<file path="src/rtl/intr_pkg.sv">
package intr_pkg;
    typedef enum logic [1:0] {
        ACK_IDLE   = 2'd0,
        ACK_REQ    = 2'd1,
        ACK_FIRST  = 2'd2,
        ACK_SECOND = 2'd3
    } ack_state_e;
endpackage

</file>
<file path="src/rtl/intr_lowest_pick.sv">
module intr_lowest_pick #(
    parameter int N  = 8,
    parameter int IW = 3
) (
    input  logic [N-1:0]  mask_i,
    output logic          found_o,
    output logic [IW-1:0] idx_o
);
    always_comb begin
        found_o = |mask_i;
        idx_o   = '0;
        for (int i = N - 1; i >= 0; i--) begin
            if (mask_i[i]) idx_o = IW'(i);
        end
    end
endmodule

</file>
<file path="src/rtl/intr_ack_seq.sv">
module intr_ack_seq
    import intr_pkg::*;
#(
    parameter int IW = 3
) (
    input  logic          clk,
    input  logic          rst_n,
    input  logic          inta_n_i,
    input  logic          raise_i,
    input  logic [IW-1:0] best_idx_i,
    output logic          intr_o,
    output logic          drive_o,
    output logic [IW-1:0] vec_idx_o,
    output logic          commit_o
);
    typedef struct packed {
        ack_state_e    state;
        logic          inta_prev;
        logic [IW-1:0] vec;
    } seq_t;

    seq_t seq_d, seq_q;
    logic fall;

    always_comb begin
        seq_d           = seq_q;
        seq_d.inta_prev = inta_n_i;
        fall            = seq_q.inta_prev & ~inta_n_i;
        commit_o        = 1'b0;
        unique case (seq_q.state)
            ACK_IDLE:   if (raise_i) seq_d.state = ACK_REQ;
            ACK_REQ: begin
                if (fall) begin
                    seq_d.state = ACK_FIRST;
                    seq_d.vec   = best_idx_i;
                end
            end
            ACK_FIRST: begin
                if (fall) begin
                    seq_d.state = ACK_SECOND;
                    commit_o    = 1'b1;
                end
            end
            ACK_SECOND: if (inta_n_i) seq_d.state = ACK_IDLE;
            default:    seq_d.state = ACK_IDLE;
        endcase
    end

    always_ff @(posedge clk or negedge rst_n) begin
        if (!rst_n) begin
            seq_q <= '{state: ACK_IDLE, inta_prev: 1'b1, vec: '0};
        end else begin
            seq_q <= seq_d;
        end
    end

    assign intr_o    = (seq_q.state == ACK_REQ);
    assign drive_o   = (seq_q.state == ACK_SECOND);
    assign vec_idx_o = seq_q.vec;
endmodule

</file>
<file path="src/rtl/intr_pend_track.sv">
module intr_pend_track #(
    parameter int N  = 8,
    parameter int IW = 3
) (
    input  logic          clk,
    input  logic          rst_n,
    input  logic [N-1:0]  irq_i,
    input  logic          eoi_i,
    input  logic          eoi_vld_i,
    input  logic [IW-1:0] eoi_idx_i,
    input  logic          commit_i,
    input  logic [IW-1:0] commit_idx_i,
    output logic [N-1:0]  cand_o,
    output logic [N-1:0]  isr_o
);
    typedef struct packed {
        logic [N-1:0] irq_prev;
        logic [N-1:0] pend;
        logic [N-1:0] isr;
    } trk_t;

    trk_t trk_d, trk_q;
    logic [N-1:0] retire;
    logic [N-1:0] enter;

    always_comb begin
        retire = '0;
        enter  = '0;
        if (eoi_i && eoi_vld_i) retire[eoi_idx_i]  = 1'b1;
        if (commit_i)           enter[commit_idx_i] = 1'b1;
        trk_d.irq_prev = irq_i;
        trk_d.pend     = (trk_q.pend & ~retire) | (irq_i & ~trk_q.irq_prev);
        trk_d.isr      = (trk_q.isr & ~retire) | enter;
    end

    always_ff @(posedge clk or negedge rst_n) begin
        if (!rst_n) begin
            trk_q <= '0;
        end else begin
            trk_q <= trk_d;
        end
    end

    assign cand_o = trk_q.pend & ~trk_q.isr;
    assign isr_o  = trk_q.isr;
endmodule

</file>
<file path="src/rtl/intr_prio_ctrl.sv">
module intr_prio_ctrl #(
    parameter int NUM_IRQ   = 8,
    parameter int BASE_TYPE = 32
) (
    input  logic               clk,
    input  logic               rst_n,
    input  logic [NUM_IRQ-1:0] irq_i,
    input  logic               inta_n_i,
    input  logic               eoi_i,
    output logic               intr_o,
    output logic [7:0]         data_o,
    output logic               data_oe_o
);
    localparam int IW = (NUM_IRQ > 1) ? $clog2(NUM_IRQ) : 1;

    logic [NUM_IRQ-1:0] cand, isr;
    logic               best_vld, top_vld, raise, commit, drive;
    logic [IW-1:0]      best_idx, top_idx, vec_idx;

    intr_lowest_pick #(.N(NUM_IRQ), .IW(IW)) u_pick_cand (
        .mask_i(cand), .found_o(best_vld), .idx_o(best_idx)
    );

    intr_lowest_pick #(.N(NUM_IRQ), .IW(IW)) u_pick_isr (
        .mask_i(isr), .found_o(top_vld), .idx_o(top_idx)
    );

    assign raise = best_vld && (!top_vld || (best_idx < top_idx));

    intr_pend_track #(.N(NUM_IRQ), .IW(IW)) u_track (
        .clk          (clk),
        .rst_n        (rst_n),
        .irq_i        (irq_i),
        .eoi_i        (eoi_i),
        .eoi_vld_i    (top_vld),
        .eoi_idx_i    (top_idx),
        .commit_i     (commit),
        .commit_idx_i (vec_idx),
        .cand_o       (cand),
        .isr_o        (isr)
    );

    intr_ack_seq #(.IW(IW)) u_seq (
        .clk        (clk),
        .rst_n      (rst_n),
        .inta_n_i   (inta_n_i),
        .raise_i    (raise),
        .best_idx_i (best_idx),
        .intr_o     (intr_o),
        .drive_o    (drive),
        .vec_idx_o  (vec_idx),
        .commit_o   (commit)
    );

    assign data_oe_o = drive;
    assign data_o    = drive ? (8'(BASE_TYPE) + 8'(vec_idx)) : 8'h00;
endmodule

</file>
<file path="config.mk">
export PLATFORM = sky130hd
export DESIGN_NAME = intr_prio_ctrl
export DESIGN_NICKNAME = d
export VERILOG_FILES = /design/src/rtl/intr_pkg.sv /design/src/rtl/intr_lowest_pick.sv /design/src/rtl/intr_ack_seq.sv /design/src/rtl/intr_pend_track.sv /design/src/rtl/intr_prio_ctrl.sv
export SDC_FILE = /design/constraint.sdc
export NUM_CORES = 1
export LEC_CHECK = 0
export ABC_AREA = 1
export BUFFER_PORTS_ARGS = -buffer_cell sky130_fd_sc_hd__buf_4
export CORE_AREA = 4 4 49 95
export CTS_CLUSTER_DIAMETER = 40
export DETAILED_ROUTE_END_ITERATION = 6
export DIE_AREA = 0 0 53 99
export HOLD_SLACK_MARGIN = 0.1
export PLACE_DENSITY = 0.64
export SKIP_LAST_GASP = 1
export SYNTH_ARGS = -nofsm -noshare
export SYNTH_HDL_FRONTEND = slang
export SYNTH_SLANG_ARGS = --single-unit
</file>
<file path="constraint.sdc">
create_clock -name clk -period 2.4 [get_ports clk]
set_clock_uncertainty 0.05 [all_clocks]
set_input_delay 0.12 -clock clk [delete_from_list [all_inputs] [get_ports clk]]
set_output_delay 0.12 -clock clk [all_outputs]
set_load 0.005 [all_outputs]
</file>
Word level (Yosys, flattened, before mapping):

Cells that the tools add are included.

* input port bits: 12
* output and inout port bits: 10
* register bits: 30
* logic and storage cells: 71

* bitwise logic cells: 11
* add/sub/neg operators: 1
* reductions and logical operators: 11
* equal/unequal tests: 7
* $lt $le $gt $ge: 5
* muxes and demuxes: 30

Operator list (count)
* 3-bit two-way mux: 16
* 8-bit AND: 4
* 8-bit inverter: 3
* 8-bit two-way mux: 2
* 8-bit bitwise OR: 2
* 8-bit OR reduction: 2
* 3-bit by 4-bit < comparator with 1-bit output, second input constant: 2
* 2-bit two-way mux: 4
* 2-bit one-hot mux with 4 select lines: 1
* 6-bit by 3-bit adder with 7-bit output, first input constant: 1
* 7-bit two-way mux: 1
* 1-bit demux with 3-bit select: 2
* 3-bit by 1-bit >= comparator with 1-bit output, second input constant: 2
* 2-bit equality test, second input constant: 2
* 1-bit logical AND: 4
* 1-bit two-way mux: 4
* 2-bit by 1-bit inequality test with 1-bit output, second input constant: 2
* 2-bit inequality test, second input constant: 2
* 4-bit AND reduction: 1
* 3-bit < comparator: 1
* 2-bit by 1-bit equality test with 1-bit output, second input constant: 1
* 2-bit zero test: 1
* 2-bit AND reduction: 1
* 1-bit AND: 1
* 3 further kinds: 3

Logic depth before layout (Yosys ltp):

Gate-level depths: netlist (run 1).

* depth after elaboration: 16
* mapped depth: 18
* depth with buffers taken out: 18

Cells and area by module:

A second synthesis (run 1) with hierarchy kept.

* cells, all modules: 246
* area total of the unflattened synthesis: 1776.7 um^2

By module, submodules not included
* intr_pend_track: area each 1077.3 um^2, cells each 134, times used 1, sequential area each 600.6 um^2
* intr_ack_seq: area each 361.6 um^2, cells each 43, times used 1, sequential area each 151.4 um^2
* intr_lowest_pick: area each 98.8 um^2, cells each 22, times used 2, sequential area each 0.0 um^2
* intr_prio_ctrl: area each 140.1 um^2, cells each 25, times used 1, sequential area each 0.0 um^2

Worst setup path before layout (run 1):

Ideal clock, no wire load.

* path type: flip-flop to flip-flop
* start point: reg u_track.trk_q, in the netlist u_track.isr_o[0]
* end point: reg u_seq.seq_q[5] in the netlist's numbering
* path buffers: 0
* arrival: 1637 ps
* path slack: 597 ps
* data required time: 2233 ps
* setup time: 117 ps
* stages on the path, launching flop included: 16
* period minus slack after synthesis: 1803 ps
* cell sequence: dfrtp_1 > inv_1 > nand2_1 > nand2_1 > nor3_1 > ha_1 > nand2_1 > inv_1 > nand2_1 > nand2_1 > nand2_1 > nand2_1 > nand2_2 > nand2_2 > nand2_1 > nand2_1

* word-level cells in the longest chain between the ends: 8
* elaborated cells between the ends (all ways): 12
* those cells by class: order compare (1); eq/ne (1); mux (2); bitwise (2); reduce/logical (6)

Ends and longest elaborated chain
* from (decl): RTL line intr_pend_track.sv:22 `trk_t trk_d, trk_q;`
* from (signal assigned): RTL line intr_pend_track.sv:40 `trk_q <= trk_d;`
* 8-bit inverter: RTL line intr_pend_track.sv:44 `assign cand_o = trk_q.pend & ~trk_q.isr;`
* 8-bit AND: RTL line intr_pend_track.sv:44
* 3-bit two-way mux: RTL line intr_lowest_pick.sv:13 `if (mask_i[i]) idx_o = IW'(i);`
* named net best_idx[2]: RTL line intr_prio_ctrl.sv:18 `logic [IW-1:0] best_idx, top_idx, vec_idx;`
* 3-bit < comparator: RTL line intr_prio_ctrl.sv:28 `assign raise = best_vld && (!top_vld || (best_idx < top_idx));`
* 1-bit logical OR: RTL line intr_prio_ctrl.sv:28
* 1-bit logical AND: RTL line intr_prio_ctrl.sv:28
* 2-bit inequality test (no source line)
* 4-bit AND reduction (no source line)
* to (signal assigned): RTL line intr_ack_seq.sv:51 `seq_q <= '{state: ACK_IDLE, inta_prev: 1'b1, vec: '0};`
* to (signal assigned): RTL line intr_ack_seq.sv:53 `seq_q <= seq_d;`
* to (decl): RTL line intr_ack_seq.sv:22 `seq_t seq_d, seq_q;`

The timed path passes the listed nets, and every way through them passes these cells.
A chain may end at the register's enable or synchronous reset.

Worst setup path in the final report (run 1):

* start point: reg u_track.trk_q, in the netlist u_track.isr_o[0]
* end point: reg u_seq.seq_q[4] in the netlist's numbering

Same word-level chain as after synthesis.

==> run summary, run 1 <==
Worst VDD drop = 0.0006303 V
clock-pin slew on the worst setup and hold paths = 60 ps
setup TNS = 0 ps
Placement Rows = 32
Async SR Flop Fraction = 100.0%
Die W = 53 um
flop-to-flop setup slack = 420 ps
placed cell area = 1698 um2
area of the die = 5247 um2
Placed Instances = 255
Synth area leader = dfrtp_1
WL/cell = 12.15 um
Static Leakage = 1.024 nW
Critical-path top delay cell = dfrtp_1
pin count of the biggest net entering global routing = 31
setup violators final = 0
Critical Path Fanout Max = 5
area growth from synthesis to layout = 23.92%
Setup CP Type = register to register
crit start category = register
non-filler instance count after layout = 274
maximum clock path buffer count = 2
Synth Instances = 189
Worst setup startpoint = u_track.isr_o[0]$_DFF_PN0_
Total Nets Final = 241
Critical Path Sink Type = register
GRT Util Overall = 14.88%
Power Total = 2.122 mW
switching part of the total power = 42.09%
max-slew violation count = 0
Final Routed Wirelength = 3330 um
CTS Hold Buffers Added = 11
Sink Count = 30
PostCTS Resize Cnt = 0
DP Wirelength = 2654 um
RD Place Congestion = 0.8592
DR pass1 iterations = 4
layout cells sized above 1 = 13.90%
CP required = 2520 ps
most frequent cell after synthesis = nand2_1
via/cell ratio = 4.704
Max Clk Rate = 0.5062 GHz
Ys Warns = 0
Clock power frac = 19.3%
crit-path most repeated cell = nand2_1
mapped cell area = 1533 um2
status = completed
dominant synthesized flop cell = dfrtp_1
Hold WC Path Type = input port to async pin
max incr delay on CP = 440 ps
CTS root buf = clkbuf_8
synth top area cells = dfrtp_1, nand2_1, inv_1, ha_1, o21ai_0
post-CTS setup buffers = 0
P per Cell Area = 1117 nW/um2
R2R cell count = 15
share of total power in sequential cells = 35.1%
register area share after synthesis = 49.06%
DIE HEIGHT = 99 um
antenna fix cells = 0
Starting Density = 39.47%
total gr overflow = 0
# port buffers = 17
reg2reg start = u_track.isr_o[0]$_DFF_PN0_
share of the synthesized area in the top cell type = 47.35%
fin crit share = 82.31%
Final Cell Area = 1899 um2
Avg Inst Size Synth = 8.110 um2
I/O pins = 22
number of global-route vias before repair = 1,346
initial antenna violation count = 0
final hold vios = 0
DRT iter0 DRCs = 35
Internal Power = 1.229 mW
WHS = 255.5 ps
Yosys reg bits = 30
DR DRC count = 0
detailed-route via count = 1,289
first-pass GRT wire length = 5782 um
reg2reg end = u_seq.seq_q[4]$_DFFE_PN0P_
number of synthesized flops with an enable pin = 0
Core Area = 3884 um2
Crit path arrival time = 2090 ps
crit-path cells = inv_1 -> nand2_1 -> nand2_1 -> nor3_1 -> ha_1 -> nand2_1 -> inv_1 -> nand2_1 -> nand2_1 -> nand2_1 -> nand2_1 -> nand2_2 -> nand2_2 -> nand2_1 -> nand2_1
Distinct cells, synth = 22
CTS tree = built
RSZ-0062 raised after global routing = false
CTS Buf Count = 5
final antenna-violating net count = 0
fin crit period = 1975 ps
max cap viols = 0
critical path endpoint = u_seq.seq_q[4]$_DFFE_PN0P_
H-tree depth = 2
top cells by count, synth = nand2_1, inv_1, dfrtp_1
Net Sw Power = 0.8931 mW
Comb power frac = 45.6%
Clock Latency Late Sink = 280 ps
==> kinds of logic after synthesis <==
logic type      after synthesis  synth area share, %
fa+ha+maj                     7                5.714
buf+inv                      44                12.00
simple gates                 79                21.47
compound gates               28                11.51
other cells                   1               0.2447
flops                        30                49.06
==> sequential cells by signal (all words and copies together) (netlist names) <==
name,cells
u_track.trk_q,16
u_seq.seq_q,3
u_seq.vec_idx_o,3
u_track.isr_o,8
==> layout by cell type (no fill, tap or decap) <==
cell type	n
a21oi_1	1
a21oi_4	1
a22oi_1	1
a31oi_1	1
a32o_1	2
buf_4	17
clkbuf_1	1
clkbuf_8	6
clkinv_2	1
conb_1	4
dfrtp_1	29
dfstp_2	1
dlygate4sd3_1	11
ha_1	7
inv_1	39
nand2_1	48
nand2_2	4
nand3_1	6
nand4_1	1
nor2_1	13
nor3_1	4
nor4_1	2
o21ai_0	15
o221ai_1	1
o22ai_1	6
or2_2	1
==> through the flow <==
stage	utilization, %	setup slack [ps]
floorplan	-	596.7
global placement	43.72	501.4
detailed placement	43.72	432.8
CTS	48.90	420.6
global route	48.90	172.4
finish	48.90	424.5
==> how the worst min path moves through the flow <==
stage                                        to  slack (ps)  cells after the start
CTS                 u_track.trk_q[16]$_DFF_PN0_         260                      2
global placement    u_track.trk_q[20]$_DFF_PN0_          20                      1
finish              u_track.trk_q[16]$_DFF_PN0_         260                      2
floorplan            u_seq.seq_q[4]$_DFFE_PN0P_        -230                      0
global route        u_track.trk_q[16]$_DFF_PN0_         300                      2
detailed placement  u_track.trk_q[16]$_DFF_PN0_          20                      1
==> cell type report <==
cell class                 count  area (um2)
multi-input combinational    118       608.1
fill                         404        1984
tap                           51       63.81
clock inverter                 1       5.005
clock buffer                   7       86.33
sequential                    30       752.0
timing repair buffer          28       237.7
inverter                      39       146.4
==> metal layers <==
layer	track usage [%]	wire (um)	part of all wire, %
met1	15.32	1203	36
met2	26.82	1907	57
met3	3.026	112	3.4
met4	7.480	106	3.2
met5	0	0	0
==> power groups by stage <==
stage          sequential, mW  clock, mW  combinational (mW)
6_report                0.745      0.410               0.968
5_1_grt                 0.764      0.445                1.12
2_1_floorplan           0.721          0               0.723
3_3_place_gp            0.753          0               0.942
4_1_cts                 0.746      0.426               0.978
3_5_place_dp            0.754          0               0.961
==> critical path, delay by kind of cell, from the launching register on <==
kind                     cells  cell delay (ps)
buffers and inverters        2              120
flip-flops                   1              440
AND/OR/NAND/NOR             12              970
adder cells (fa/ha/maj)      1              290
Note: power is estimated with default switching activity, not from simulation.
==> inputs of run 2 (changes only) <==
clock period = 1.9 ns   (was 2.4 ns; I/O delays follow)
==> run 2 against run 1 <==
Compared with the run above:
- clock-buffer cell count stayed put
- final area is 11% higher
- clock power is 29% higher
- hold slack worse by 24 ps
- critical path type unchanged
- critical path depth is 1 lower
- critical endpoint is now u_seq.seq_q[5]$_DFFE_PN0P_
- global-route usage is 0.67 points higher
- largest cell class unchanged
==> run summary, run 2 (synthesis gave the netlist of run 1 again) <==
Placement Rows = 32 (unchanged)
Worst VDD drop = 0.001206 V (+91%)
R2R cell count = 14 (-1)
RD Place Congestion = 0.8002 (-6.9%)
Critical-path top delay cell = dfrtp_1
Critical Path Fanout Max = 3 (-2)
area growth from synthesis to layout = 36.98%
Crit path arrival time = 1970 ps (-120 ps)
Net Sw Power = 1.270 mW (+42%)
Seq. cell area = 752.0 um2 (unchanged)
setup violators final = 0 (unchanged)
DIE HEIGHT = 99 um (unchanged)
Sink Count = 30 (unchanged)
fin crit share = 97.17% (+15 points)
Setup CP Type = register to register
area of the multi-input gates = 688.2 um2 (+13%)
switching part of the total power = 41.93% (-0.15 points)
crit-path most repeated cell = nand2_1
max cap viols = 0 (unchanged)
Critical Path Sink Type = register
DR pass1 iterations = 4 (unchanged)
area of the die = 5247 um2 (unchanged)
status = completed
WHS = 231.5 ps (-23.96 ps)
WL/cell = 12.37 um (+1.8%)
Clock Latency Late Sink = 290 ps (about the same)
detailed-route via count = 1,361 (+5.6%)
max-slew violation count = 0 (unchanged)
GRT Util Overall = 15.55% (+0.67 points)
maximum clock path buffer count = 2 (unchanged)
Internal Power = 1.759 mW (+43%)
Hold WC Path Type = input port to async pin
pin count of the biggest net entering global routing = 31 (unchanged)
Final Routed Wirelength = 3588 um (+7.7%)
I/O pins = 22 (unchanged)
Power Total = 3.029 mW (+43%)
Max Clk Rate = 0.5416 GHz (+7.0%)
initial antenna violation count = 0 (unchanged)
commonest non-fill, non-tap cells in the layout = nand2_1, inv_1, buf_4
first-pass GRT wire length = 5802 um (+0.35%)
number of global-route vias before repair = 1,335 (-0.82%)
total gr overflow = 0 (unchanged)
RSZ-0062 raised after global routing = true
CTS root buf = clkbuf_8
crit start category = register
fin crit period = 1846 ps (-129.2 ps)
max reg flops = 16 (unchanged)
P per Cell Area = 1443 nW/um2 (+29%)
CTS Buf Count = 5 (unchanged)
antenna fix cells = 0 (unchanged)
crit-path cells = buf_4 -> nor2_2 -> nand2_1 -> nor2_1 -> inv_1 -> ha_4 -> a21oi_1 -> nand2_1 -> nand2_1 -> nand2_1 -> nand2_2 -> nand2_2 -> nand2_1 -> nand2_1
DRT iter0 DRCs = 32 (-8.6%)
Comb power frac = 50.9% (+5.3 points)
DR DRC count = 0 (unchanged)
Core Area = 3884 um2 (unchanged)
H-tree depth = 2 (unchanged)
post-layout util = 54.06% (+5.2 points)
FILL cells = 393 (-2.7%)
DP Wirelength = 2592 um (-2.3%)
leading cell type in the layout, fill and taps excluded = nand2_1
Total Nets Final = 257 (+6.6%)
Biggest register = u_track.trk_q
Starting Density = 39.47% (unchanged)
CTS tree = built
via/cell ratio = 4.693 (-0.24%)
max incr delay on CP = 380 ps (-60 ps)
final antenna-violating net count = 0 (unchanged)
share of total power in sequential cells = 31.7% (-3.4 points)
layout cells sized above 1 = 30.54% (+17 points)
clock-pin slew on the worst setup and hold paths = 60 ps (about the same)
Die W = 53 um (unchanged)
# port buffers = 17 (unchanged)
final hold vios = 0 (unchanged)
Static Leakage = 1.106 nW (+8.0%)
CP required = 2030 ps (-490 ps)
Clock power frac = 17.4% (-1.9 points)
==> run 2: cell types whose count changed in the layout (fill, tap and decap cells not counted) <==
cell / delta
o21ai_2: +1
ha_4: +2
inv_2: +6
buf_4: +16
nor3_1: -1
nand2_1: -10
nor2_2: +6
nor2_1: -6
ha_1: -2
nand2_2: +10
nor3_4: +1
inv_1: -6
o21ai_0: -1
==> run 2: final cells by class <==
cell class | count | area share, %
flip-flops and latches | 30 | 35.82
repair buffers | 44 | 17.04
clock buffers | 7 | 4.112
inverters | 39 | 6.973
multi-input cells | 118 | 32.78
well taps | 51 | 3.039
clock inverters | 1 | 0.2384
==> run 2: worst paths after layout <==
path	slack, ps	endpoint	startpoint
max	50	u_seq.seq_q[5]$_DFFE_PN0P_	u_track.isr_o[2]$_DFF_PN0_
min	230	u_track.trk_q[16]$_DFF_PN0_	rst_n
max reg2reg	50	u_seq.seq_q[5]$_DFFE_PN0P_	u_track.isr_o[2]$_DFF_PN0_
min reg2reg	370	u_track.trk_q[12]$_DFF_PN0_	u_track.trk_q[20]$_DFF_PN0_
max in group asynchronous	1240	u_seq.seq_q[3]$_DFF_PN1_	rst_n
min in group clk	370	u_track.trk_q[12]$_DFF_PN0_	u_track.trk_q[20]$_DFF_PN0_
==> run 2: worst max-delay path: cells and delay by family, from the launching register on <==
family	cells	cell delay, ps
AND/OR/NAND/NOR	10	700
buffers and inverters	2	230
AO/OA/AOI/OAI	1	120
adder cells (fa/ha/maj)	1	250
flip-flops	1	380
==> run 2: metal layers <==
layer	part of all wire [%]	vias up	track usage (%)
li1	-	681	-
met3	3.0	14	4.236
met4	5.2	0	11.61
met5	0	-	0
met1	36	638	15.08
met2	56	28	26.44
==> run 2: power groups by stage <==
stage	clock, mW	combinational (mW)	sequential [mW]
after floorplan	0	0.913	0.910
after global placement	0	1.29	0.947
after detailed placement	0	1.32	0.948
after CTS	0.543	1.34	0.938
after global routing	0.572	1.74	0.984
final	0.528	1.54	0.960
==> run 2: metrics by stage <==
| stage | worst slack, ps | instances | area, um2 | setup TNS, ps |
|---|---|---|---|---|
| after detailed placement | -32.50 | 264 | 1765 | -62.28 |
| final | 53.75 | 290 | 2100 | 0 |
| after global routing | -103.8 | 290 | 2100 | -193.8 |
| after CTS | 27.34 | 283 | 1972 | 0 |
| after global placement | 30.04 | 264 | 1765 | 0 |
| after floorplan | 96.66 | 192 | 1544 | 0 |
==> run 2: timing repair <==
action / 4_1_cts / 5_1_grt
pin swaps: 0 / 6
endpoints found under the hold margin: 48 / 0
buffers inserted: 0 / 7
resized for setup: 2 / 26
hold buffers: 11 / 0
endpoints found under the setup margin: 2 / 2
